$ cat src/rtl/irq_factor_ctrl.sv
module irq_factor_ctrl #(
  parameter int N_GRP = 4,
  parameter int GRP_W = 4,
  parameter int N_TAP = 4,
  parameter int DW    = 16,
  parameter int AW    = 4,
  parameter int VEC_W = 4
) (
  input  logic                   clk,
  input  logic                   rst_n,
  input  logic [N_GRP*GRP_W-1:0] port_pins,
  input  logic [N_TAP-1:0]       timer_taps,
  input  logic                   dial_done,
  input  logic [AW-1:0]          reg_addr,
  input  logic                   reg_wr,
  input  logic [DW-1:0]          reg_wdata,
  input  logic                   reg_rd,
  output logic [DW-1:0]          reg_rdata,
  input  logic                   ei_set,
  input  logic                   di_set,
  input  logic                   irq_ack,
  output logic                   gie,
  output logic                   irq_req,
  output logic [VEC_W-1:0]       irq_vec
);
  localparam int N_SRC = N_GRP + N_TAP + 1;
  localparam logic [AW-1:0] MASK_ADDR = '1;

  logic [N_GRP*GRP_W-1:0] pin_q;
  logic                   primed;
  logic [N_TAP-1:0]       tap_q;
  logic [N_SRC-1:0]       flag_q, mask_q, evt, rd_clr, pend;
  logic                   gie_q;
  logic                   unused_wdata;

  assign unused_wdata = ^reg_wdata;

  for (genvar g = 0; g < N_GRP; g++) begin : g_grp
    assign evt[g] = primed & |(port_pins[g*GRP_W +: GRP_W] ^ pin_q[g*GRP_W +: GRP_W]);
  end
  assign evt[N_GRP +: N_TAP] = tap_q & ~timer_taps;
  assign evt[N_SRC-1]        = dial_done;

  for (genvar k = 0; k < N_SRC; k++) begin : g_clr
    assign rd_clr[k] = reg_rd && (reg_addr == AW'(k));
  end

  always_ff @(posedge clk or negedge rst_n) begin
    if (!rst_n) begin
      pin_q  <= '0;
      primed <= 1'b0;
      tap_q  <= '0;
      flag_q <= '0;
    end else begin
      pin_q  <= port_pins;
      primed <= 1'b1;
      tap_q  <= timer_taps;
      flag_q <= (flag_q & ~rd_clr) | evt;
    end
  end

  always_ff @(posedge clk or negedge rst_n) begin
    if (!rst_n)
      mask_q <= '0;
    else if (reg_wr && reg_addr == MASK_ADDR && !gie_q)
      mask_q <= reg_wdata[N_SRC-1:0];
  end

  always_ff @(posedge clk or negedge rst_n) begin
    if (!rst_n)                gie_q <= 1'b0;
    else if (irq_ack || di_set) gie_q <= 1'b0;
    else if (ei_set)           gie_q <= 1'b1;
  end

  assign pend    = flag_q & mask_q;
  assign irq_req = gie_q & |pend;
  assign gie     = gie_q;

  always_comb begin
    irq_vec = '0;
    for (int i = N_SRC - 1; i >= 0; i--)
      if (pend[i]) irq_vec = VEC_W'(i);
  end

  always_comb begin
    reg_rdata = '0;
    if (reg_addr == MASK_ADDR)
      reg_rdata[N_SRC-1:0] = mask_q;
    else if (reg_addr < AW'(N_SRC))
      reg_rdata[0] = flag_q[reg_addr];
  end

  p_req_gated_r7: assert property (@(posedge clk) disable iff (!rst_n)
    irq_req |-> gie_q);
  p_ack_drops_gie_r8: assert property (@(posedge clk) disable iff (!rst_n)
    irq_ack |=> !gie_q);
  p_mask_locked_r9: assert property (@(posedge clk) disable iff (!rst_n)
    gie_q |=> $stable(mask_q));
  p_vec_pending_r10: assert property (@(posedge clk) disable iff (!rst_n)
    irq_req |-> pend[irq_vec]);

  for (genvar k = 0; k < N_SRC; k++) begin : g_chk
    p_event_kept_r6: assert property (@(posedge clk) disable iff (!rst_n)
      evt[k] |=> flag_q[k]);
    p_read_clears_r5: assert property (@(posedge clk) disable iff (!rst_n)
      (rd_clr[k] && !evt[k]) |=> !flag_q[k]);
  end
endmodule

$ cat config.mk
export PLATFORM = sky130hd
export DESIGN_NAME = irq_factor_ctrl
export DESIGN_NICKNAME = d
export VERILOG_FILES = /design/src/rtl/irq_factor_ctrl.sv
export SDC_FILE = /design/constraint.sdc
export NUM_CORES = 1
export LEC_CHECK = 0
export ABC_AREA = 1
export BUFFER_PORTS_ARGS = -buffer_cell sky130_fd_sc_hd__buf_2
export CELL_PAD_IN_SITES_DETAIL_PLACEMENT = 1
export CELL_PAD_IN_SITES_GLOBAL_PLACEMENT = 1
export CORE_MARGIN = 4
export CORE_UTILIZATION = 35
export CTS_CLUSTER_DIAMETER = 30
export DETAILED_ROUTE_END_ITERATION = 10
export GPL_TIMING_DRIVEN = 0
export MAX_ROUTING_LAYER = met4
export PLACE_DENSITY_LB_ADDON = 0.1
export SLEW_MARGIN = 20
export SYNTH_ARGS = -nofsm -noshare
export SYNTH_HDL_FRONTEND = slang
export SYNTH_SLANG_ARGS = --single-unit
$ cat constraint.sdc
create_clock -name clk -period 1.65 [get_ports clk]
set_clock_uncertainty 0.2 [all_clocks]
set_input_delay 0.0825 -clock clk [delete_from_list [all_inputs] [get_ports clk]]
set_output_delay 0.0825 -clock clk [all_outputs]
set_load 0.01 [all_outputs]
# ---- Word level (Yosys, flattened, before mapping)
# Index checks and enable logic that the tools add are counted.
dict set report word_totals {
  in_bits 48
  reg_bits 40
}
dict set report classes {
  magnitude_cmp 2
  muxes 16
  n_reduce_logical 20
  n_bitwise 15
  n_eq_ne 9
}
# op count
set ops {}
lappend ops {{2-to-1 mux 4 bit} 9}
lappend ops {{AND 9 bit} 2}
lappend ops {{equality test 4 x 3 -> 1 bit, second input constant} 4}
lappend ops {{OR reduction 4 bit} 4}
lappend ops {{bitwise XOR 4 bit} 4}
lappend ops {{logical AND 1 bit} 11}
lappend ops {{inverter 9 bit} 1}
lappend ops {{bitwise OR 9 bit} 1}
lappend ops {{OR reduction 9 bit} 1}
lappend ops {{equality test 4 x 2 -> 1 bit, second input constant} 2}
lappend ops {{equality test 4 bit, second input constant} 2}
lappend ops {{2-to-1 mux 8 bit} 1}
lappend ops {{AND 1 bit} 5}
lappend ops {{less-than comparator 4 x 5 -> 1 bit, second input constant} 1}
lappend ops {{2-to-1 mux 1 bit} 5}
lappend ops {{AND 4 bit} 1}
lappend ops {{binary-select mux 1 bit (select 4 bit)} 1}
lappend ops {{equality test 4 x 1 -> 1 bit, second input constant} 1}
lappend ops {{logical NOT 4 bit} 1}
lappend ops {{less-than comparator 4 bit, second input constant} 1}
lappend ops {{inverter 4 bit} 1}
lappend ops {{nonzero test 2 bit} 1}
lappend ops {{logical NOT 1 bit} 1}
lappend ops {{logical OR 1 bit} 1}

# ---- Depth between registers and ports, before layout
# Gate-level depths: netlist of run 1.
dict set report logic_depth {
  word_depth 10
  ltp_mapped 8
}

# ---- Least setup slack after synthesis of run 1
# No wires, ideal clock.
dict set report synth_path {
  path_type {flip-flop to output port}
  startpoint {reg mask_q[0]}
  endpoint {out irq_vec[3]}
  t_arrival_ns 1.040
  required_ns 1.367
  slack_ns 0.328
  path_stages_with_launch 6
  path_cell_list {dfrtp_1 nand2_1 nand2_1 nor2_1 inv_1 nor4_1}
}
dict set report synth_via {
  elab_chain_cells 2
}
# element line
set synth_lines {}
lappend synth_lines {{start, declared} 32} ;# logic [N_SRC-1:0] flag_q, mask_q, evt, rd_clr, pend;
lappend synth_lines {{start signal, assigned} 66} ;# mask_q <= reg_wdata[N_SRC-1:0];
lappend synth_lines {{AND 9 bit} 75} ;# assign pend = flag_q & mask_q;
lappend synth_lines {{2-to-1 mux 4 bit} 82} ;# if (pend[i]) irq_vec = VEC_W'(i);
lappend synth_lines {{end, declared} 24} ;# output logic [VEC_W-1:0] irq_vec
# No other way between the ends.

# ---- Worst setup path in the final report of run 1
dict set report layout_path {
  startpoint {reg flag_q[6]}
  endpoint {out irq_vec[3]}
}
dict set report layout_via {
  elab_chain_cells 8
}
# element line
set layout_lines {}
lappend layout_lines {{start, declared} 32}
lappend layout_lines {{start signal, assigned} 58} ;# flag_q <= (flag_q & ~rd_clr) | evt;
lappend layout_lines {{AND 9 bit} 75}
lappend layout_lines {{2-to-1 mux 4 bit (7 in series)} 82}
# No other way between the ends.

==> impl_metrics.json, run 1 <==
{
  "status": "finished, final reports clean",
  "min_path_cells": 4,
  "wirelength_um": 5039,
  "grt_max_degree": 41,
  "setup_ws_ns": 0.01936,
  "rsz0062_at_grt": "yes",
  "core_sq_um": 5107,
  "post-dp-hpwl_um": 3385,
  "fp.dieH_um": 80.79,
  "r2r_slack_ns": 0.19,
  "first_global_vias": 1865,
  "overflow": 0,
  "area_growth_syn_to_layout_pct": 56.48,
  "p_leak_nw": 1.453,
  "preCtsSetupSlack_ns": 0.2020,
  "grt_pass1_wl_um": 8424,
  "ys_seq_area_share_pct": 53.98,
  "fp.dieW_um": 80.79,
  "drc": 0,
  "worstMarginPinSlew_ns": 0.8896,
  "vias": 1732,
  "finalCriticalPeriod_ns": 1.631,
  "regArea_sq_um": 1001,
  "fin_crit_sh_pct": 98.83,
  "path_max_fanout": 3,
  "clk_pin_slew_ns": 0.08,
  "synth_fa_ha_area_share_pct": 0,
  "fmax_mhz": 613.3,
  "end_kind": "output pin",
  "maxCapViolCount": 0,
  "synthXorXnorAreaFrac_pct": 7.557,
  "detail_route.vias_per_cell": 4.464,
  "clk_root_buffer_cell": "clkbuf_8",
  "antenna_found_initial": 0,
  "clk_latency_ns": 0.29,
  "drt_pass1_iterations": 4,
  "tritoncts": "done",
  "synth_top_family_by_area": "simple AND/OR/NAND/NOR gates",
  "postPlaceCellArea_sq_um": 2235,
  "multi_input_area_sq_um": 794.5,
  "synthMuxAreaShare_pct": 0,
  "ys_types": 24,
  "hp-start": "reg_wr",
  "worst_hold_path.endpoint": "mask_q[6]",
  "finalSetupViolCount": 0,
  "relSlewSlack_pct": 40.69,
  "synthesis.area_sq_um": 1854,
  "wire_per_inst_um": 12.99,
  "final_net_count": 365,
  "numPortBuffers": 54,
  "r2r_start": "gie",
  "final_cell_area_sq_um": 2902,
  "drive_gt1_share_pct": 35.53,
  "syn_avg_cell_area_sq_um": 9.180,
  "arrival_ns": 1.35,
  "gp_congestion": 0.7607,
  "critical_path_class": "register to output pin",
  "cts_buffers": 5,
  "drv_slew": 0,
  "grt_usage_pct": 17.23,
  "antennaDiodeCount": 0,
  "rr_worst_depth": 3,
  "synth_seq_cells": 40,
  "post-route-util_pct": 56.81,
  "synthCells": 202,
  "std_cell_rows": 26,
  "htreeDepth": 2,
  "synth-simple-area-share_pct": 19.64,
  "cts.sinks": 40,
  "min_path_type": "input port to register",
  "hold_violations": 0,
  "die_area_sq_um": 6526,
  "synth_compound_area_share_pct": 9.852,
  "start_kind": "register",
  "fillers": 616,
  "initial_utilization_pct": 36.31,
  "final_cell_mix": "buf_2, dfrtp_1, dlygate4sd3_1",
  "cp.required_ns": 1.37,
  "final_common_cell": "buf_2",
  "p_per_area_nw_per_um2": 882.5,
  "synth_warnings": 0,
  "io_pins": 70,
  "drt_iter0_markers": 62,
  "setup_tns_ns": 0,
  "ant_nets": 0,
  "ir_worst_vdd_mv": 0.5626,
  "cts_buffer_depth": 2,
  "r2r-end": "gie"
}
[where the power goes]
| group | total (W) | internal [W] | switching (W) |
|---|---|---|---|
| logic | 0.000565 | 0.000278 | 0.000287 |
| clock network | 0.000871 | 0.000534 | 0.000337 |
| registers | 0.00112 | 0.00106 | 0.0000612 |
[how the worst max path moves through the flow]
stage                          from    endpoint  slack [ns]  cells past startpoint
after global placement    mask_q[0]  irq_vec[3]        0.19                      6
after floorplan           mask_q[0]  irq_vec[3]        0.33                      5
after detailed placement  mask_q[0]  irq_vec[3]        0.20                      6
after global routing      flag_q[7]  irq_vec[0]       -0.11                      9
after CTS                 flag_q[7]  irq_vec[0]       0.002                      9
final                     flag_q[6]  irq_vec[3]        0.02                      4
[worst max-delay path: stages, from the launching register on]
cell     delay, ns
dfrtp_1       0.42
nand2_2       0.09
nand2_2       0.10
nor4_2        0.27
buf_2         0.17
[cell families (layout without fill, tap and decap cells)]
group                  Yosys count  in the layout
AO/OA/AOI/OAI                   28             28
XOR/XNOR                        16             16
buffers and inverters           33            143
flip-flops                      40             40
other                            2              8
AND/OR/NAND/NOR                 83             83
[timing repair]
item / 4_1_cts / 5_1_grt
gates resized for setup: 9 / 17
endpoints found under the hold margin: 79 / 0
hold buffers: 38 / 0
buffers inserted: 8 / 2
setup endpoints to repair: 4 / 6
pin swaps: 5 / 5
[registers in the layout (all words and copies together) (netlist names)]
| name | flops |
|---|---|
| flag_q | 9 |
| gie | 1 |
| mask_q | 9 |
| pin_q | 16 |
| primed | 1 |
| tap_q | 4 |
[routing by layer]
| metal | vias to the layer above | track usage, % | routed length [um] |
|---|---|---|---|
| li1 | 850 | - | - |
| met1 | 824 | 19.53 | 2039 |
| met2 | 54 | 31.04 | 2658 |
| met3 | 4 | 3.437 | 317 |
| met4 | 0 | 4.561 | 24 |
| met5 | - | - | 0 |
[stage by stage]
step / power [W] / cells / hold WS (ns)
finish: 0.002561 / 388 / 0.01746
global route: 0.002730 / 388 / 0.03886
CTS: 0.002552 / 386 / 0.007864
detailed placement: 0.001546 / 332 / 0.006249
global placement: 0.001532 / 332 / 0.002373
floorplan: 0.001374 / 208 / -0.4131
[final cells by class]
cell class,count,share of cell area (%)
multi-input cells,135,27.38
plain buffers,9,2.372
repair buffers,102,25.27
clock buffers,7,3.320
inverters,24,3.105
clock inverters,1,1.035
flip-flops and latches,40,34.50
well taps,70,3.019
[synthesized netlist by cell type]
cell type | n | area (sq um)
nand3_1 | 8 | 40.04
nor3_4 | 1 | 16.27
nor2_1 | 25 | 93.84
buf_6 | 1 | 11.26
nand2_1 | 42 | 157.7
nor4_1 | 1 | 6.260
nor3_1 | 1 | 5.000
a31oi_1 | 1 | 6.260
inv_2 | 1 | 3.750
xor2_1 | 4 | 35.03
xnor2_1 | 12 | 105.1
o31ai_1 | 2 | 15.01
inv_1 | 23 | 86.33
o21ai_0 | 14 | 70.07
a21oi_1 | 1 | 5.000
a21oi_2 | 8 | 70.07
buf_2 | 1 | 5.000
buf_4 | 7 | 52.55
conb_1 | 2 | 7.510
nand4_1 | 4 | 25.02
nand3b_4 | 1 | 20.02
o21ai_2 | 1 | 8.760
dfrtp_1 | 40 | 1001
a21o_1 | 1 | 7.510
Note: power is estimated with default switching activity, not from simulation.
==> run 2, diff against run 1 <==
- RECOVER_POWER: not set -> 50
==> run 2 against run 1 <==
The flow now finishes with violations (negative setup slack). Sequential power is essentially flat. Core utilization shrank 1.3 points. Sequential cell count is the same. Setup slack lost 0.055 ns. Fmax shrank 3.2%. Sequential share of layout area grew 0.79 points. Wire length grew 0.16%. Critical path depth grew 1. Clock power is essentially flat. Non-clock buffer count is the same. Design area shrank 2.2%. First-iteration DRC count shrank 9.7%. Largest power group unchanged.
==> impl_metrics.json, run 2 (synthesized netlist as in run 1, its figures left out) <==
{
  "final_cell_mix": "dfrtp_1, dlygate4sd3_1, buf_2",
  "largest_register": "pin_q",
  "grt_usage_pct": 17.23,
  "ir_worst_vdd_mv": 0.5591,
  "cp.required_ns": 1.63,
  "p_int_w": 0.001859,
  "fp.dieH_um": 80.79,
  "fillers": 636,
  "std_cell_rows": 26,
  "initial_utilization_pct": 36.31,
  "clkPwrFrac_pct": 34.3,
  "clk_root_buffer_cell": "clkbuf_8",
  "startpoint": "reg_rd",
  "finalCriticalPeriod_ns": 1.685,
  "vias": 1731,
  "relSlewSlack_pct": 33.83,
  "start_kind": "input port",
  "fp.dieW_um": 80.79,
  "final_net_count": 365,
  "seqPwrFrac_pct": 44.3,
  "finalSetupViolCount": 1,
  "fmax_mhz": 593.4,
  "dp_cells": 332,
  "cp_slowest_cell": "dlygate4sd3_1",
  "comb_power_share_pct": 21.4,
  "antenna_found_initial": 0,
  "p_leak_nw": 1.375,
  "clk_latency_ns": 0.29,
  "multi_input_area_sq_um": 755.7,
  "reg_top3": "pin_q x16, flag_q x9, mask_q x9",
  "cpPeakStageDelay_ns": 0.55,
  "path_cells": "dlygate4sd3_1, clkbuf_1, nand4_1, a21o_1, dlygate4sd3_1",
  "final_cell_area_sq_um": 2836,
  "overflow": 0,
  "die_area_sq_um": 6526,
  "status": "complete, but fails checks",
  "fin_crit_sh_pct": 102.1,
  "hold_violations": 0,
  "drv_slew": 0,
  "drt_pass1_iterations": 4,
  "numPortBuffers": 54,
  "largest_reg_flops": 16,
  "first_global_vias": 1865,
  "htreeDepth": 2,
  "wirelength_um": 5047,
  "clk_pin_slew_ns": 0.08,
  "cts_buffer_depth": 2,
  "cts.sinks": 40,
  "hp-start": "reg_addr[2]",
  "stdcell_count": 388,
  "io_pins": 70,
  "wire_per_inst_um": 13.01,
  "r2r_start": "gie",
  "path_max_fanout": 4,
  "postPlaceCellArea_sq_um": 2235,
  "p_switching_w": 0.0006753,
  "core_sq_um": 5107,
  "maxCapViolCount": 0,
  "post-dp-hpwl_um": 3385,
  "cpMostUsedCell": "dlygate4sd3_1",
  "end_kind": "register",
  "cts_buffers": 5,
  "netSwitchingFraction_pct": 26.65,
  "violations": "negative setup slack",
  "gp_congestion": 0.7607,
  "antennaDiodeCount": 0,
  "ant_nets": 0,
  "p_per_area_nw_per_um2": 893.4,
  "setup_ws_ns": -0.03523,
  "preCtsSetupSlack_ns": 0.2020,
  "area_growth_syn_to_layout_pct": 52.97,
  "arrival_ns": 1.66,
  "critical_path_class": "input port to register",
  "final_common_cell": "dfrtp_1",
  "tritoncts": "done",
  "drive_gt1_share_pct": 27.36,
  "min_path_type": "input port to register",
  "worstMarginPinSlew_ns": 0.9925,
  "rsz0062_at_grt": "yes",
  "drt_iter0_markers": 56,
  "detail_route.vias_per_cell": 4.461,
  "hold_slack_ns": 0.03122,
  "regArea_sq_um": 1001,
  "drc": 0,
  "grt_pass1_wl_um": 8424,
  "grt_max_degree": 41,
  "setup_tns_ns": -0.03523
}
==> run 2: cell types whose count changed in the layout (fill, tap and decap cells not counted), moves of 6 or more <==
| cell | change |
|---|---|
| buf_2 | -19 |
| clkbuf_1 | +18 |
| a21oi_1 | +6 |
| a21oi_2 | -6 |
==> run 2: layout make-up <==
type                            count  share of cell area [%]
Buffer                              9                   2.294
Clock buffer                        7                   3.397
Clock inverter                      1                   1.059
Inverter                           24                   3.176
Multi-Input combinational cell    135                   26.64
Sequential cell                    40                   35.29
Tap cell                           70                   3.088
Timing Repair Buffer              102                   25.06
==> run 2: timing repair <==
action | CTS | global route
gates resized for setup | 9 | 17
pin swaps | 5 | 5
setup endpoints to repair | 4 | 6
endpoints found under the hold margin | 79 | 0
hold buffers | 38 | 0
setup buffers | 8 | 2
==> run 2: worst max-delay path: cells and delay by family <==
kind                   cells  cell delay, ns
AOI/OAI and AO/OA          1            0.17
and+or+nand+nor            1            0.12
buffers and inverters      3            1.28
==> run 2: power by group through the flow <==
stage          combinational, W  sequential, W  clock (W)
6_report               0.000541        0.00112   0.000870
5_1_grt                0.000613        0.00113   0.000956
4_1_cts                0.000528        0.00112   0.000902
3_5_place_dp           0.000405        0.00114          0
3_3_place_gp           0.000396        0.00114          0
2_1_floorplan          0.000257        0.00112          0
==> run 2: per-layer routing <==
layer,track usage (%),wire length [um],part of all wire (%),vias to the layer above
met1,19.53,2062,41,819
met4,4.561,29,0.57,0
li1,-,-,-,853
met5,-,0,0,-
met3,3.437,305,6.0,4
met2,31.04,2649,52,55
==> run 2: worst paths after layout <==
| kind | to | cells past startpoint | slack (ns) |
|---|---|---|---|
| max | flag_q[8] | 5 | -0.04 |
| min | flag_q[1] | 5 | 0.03 |
| max reg2reg | mask_q[0] | 4 | 0.13 |
| min reg2reg | flag_q[4] | 2 | 0.31 |
| max in group asynchronous | mask_q[1] | 2 | 0.35 |
| min in group asynchronous | tap_q[3] | 2 | 0.29 |
==> run 2: through the flow <==
stage / utilization [%] / power, W
finish: 55.54 / 0.002534
global route: 55.54 / 0.002703
CTS: 55.36 / 0.002552
detailed placement: 43.75 / 0.001546
global placement: 43.75 / 0.001532
floorplan: - / 0.001374
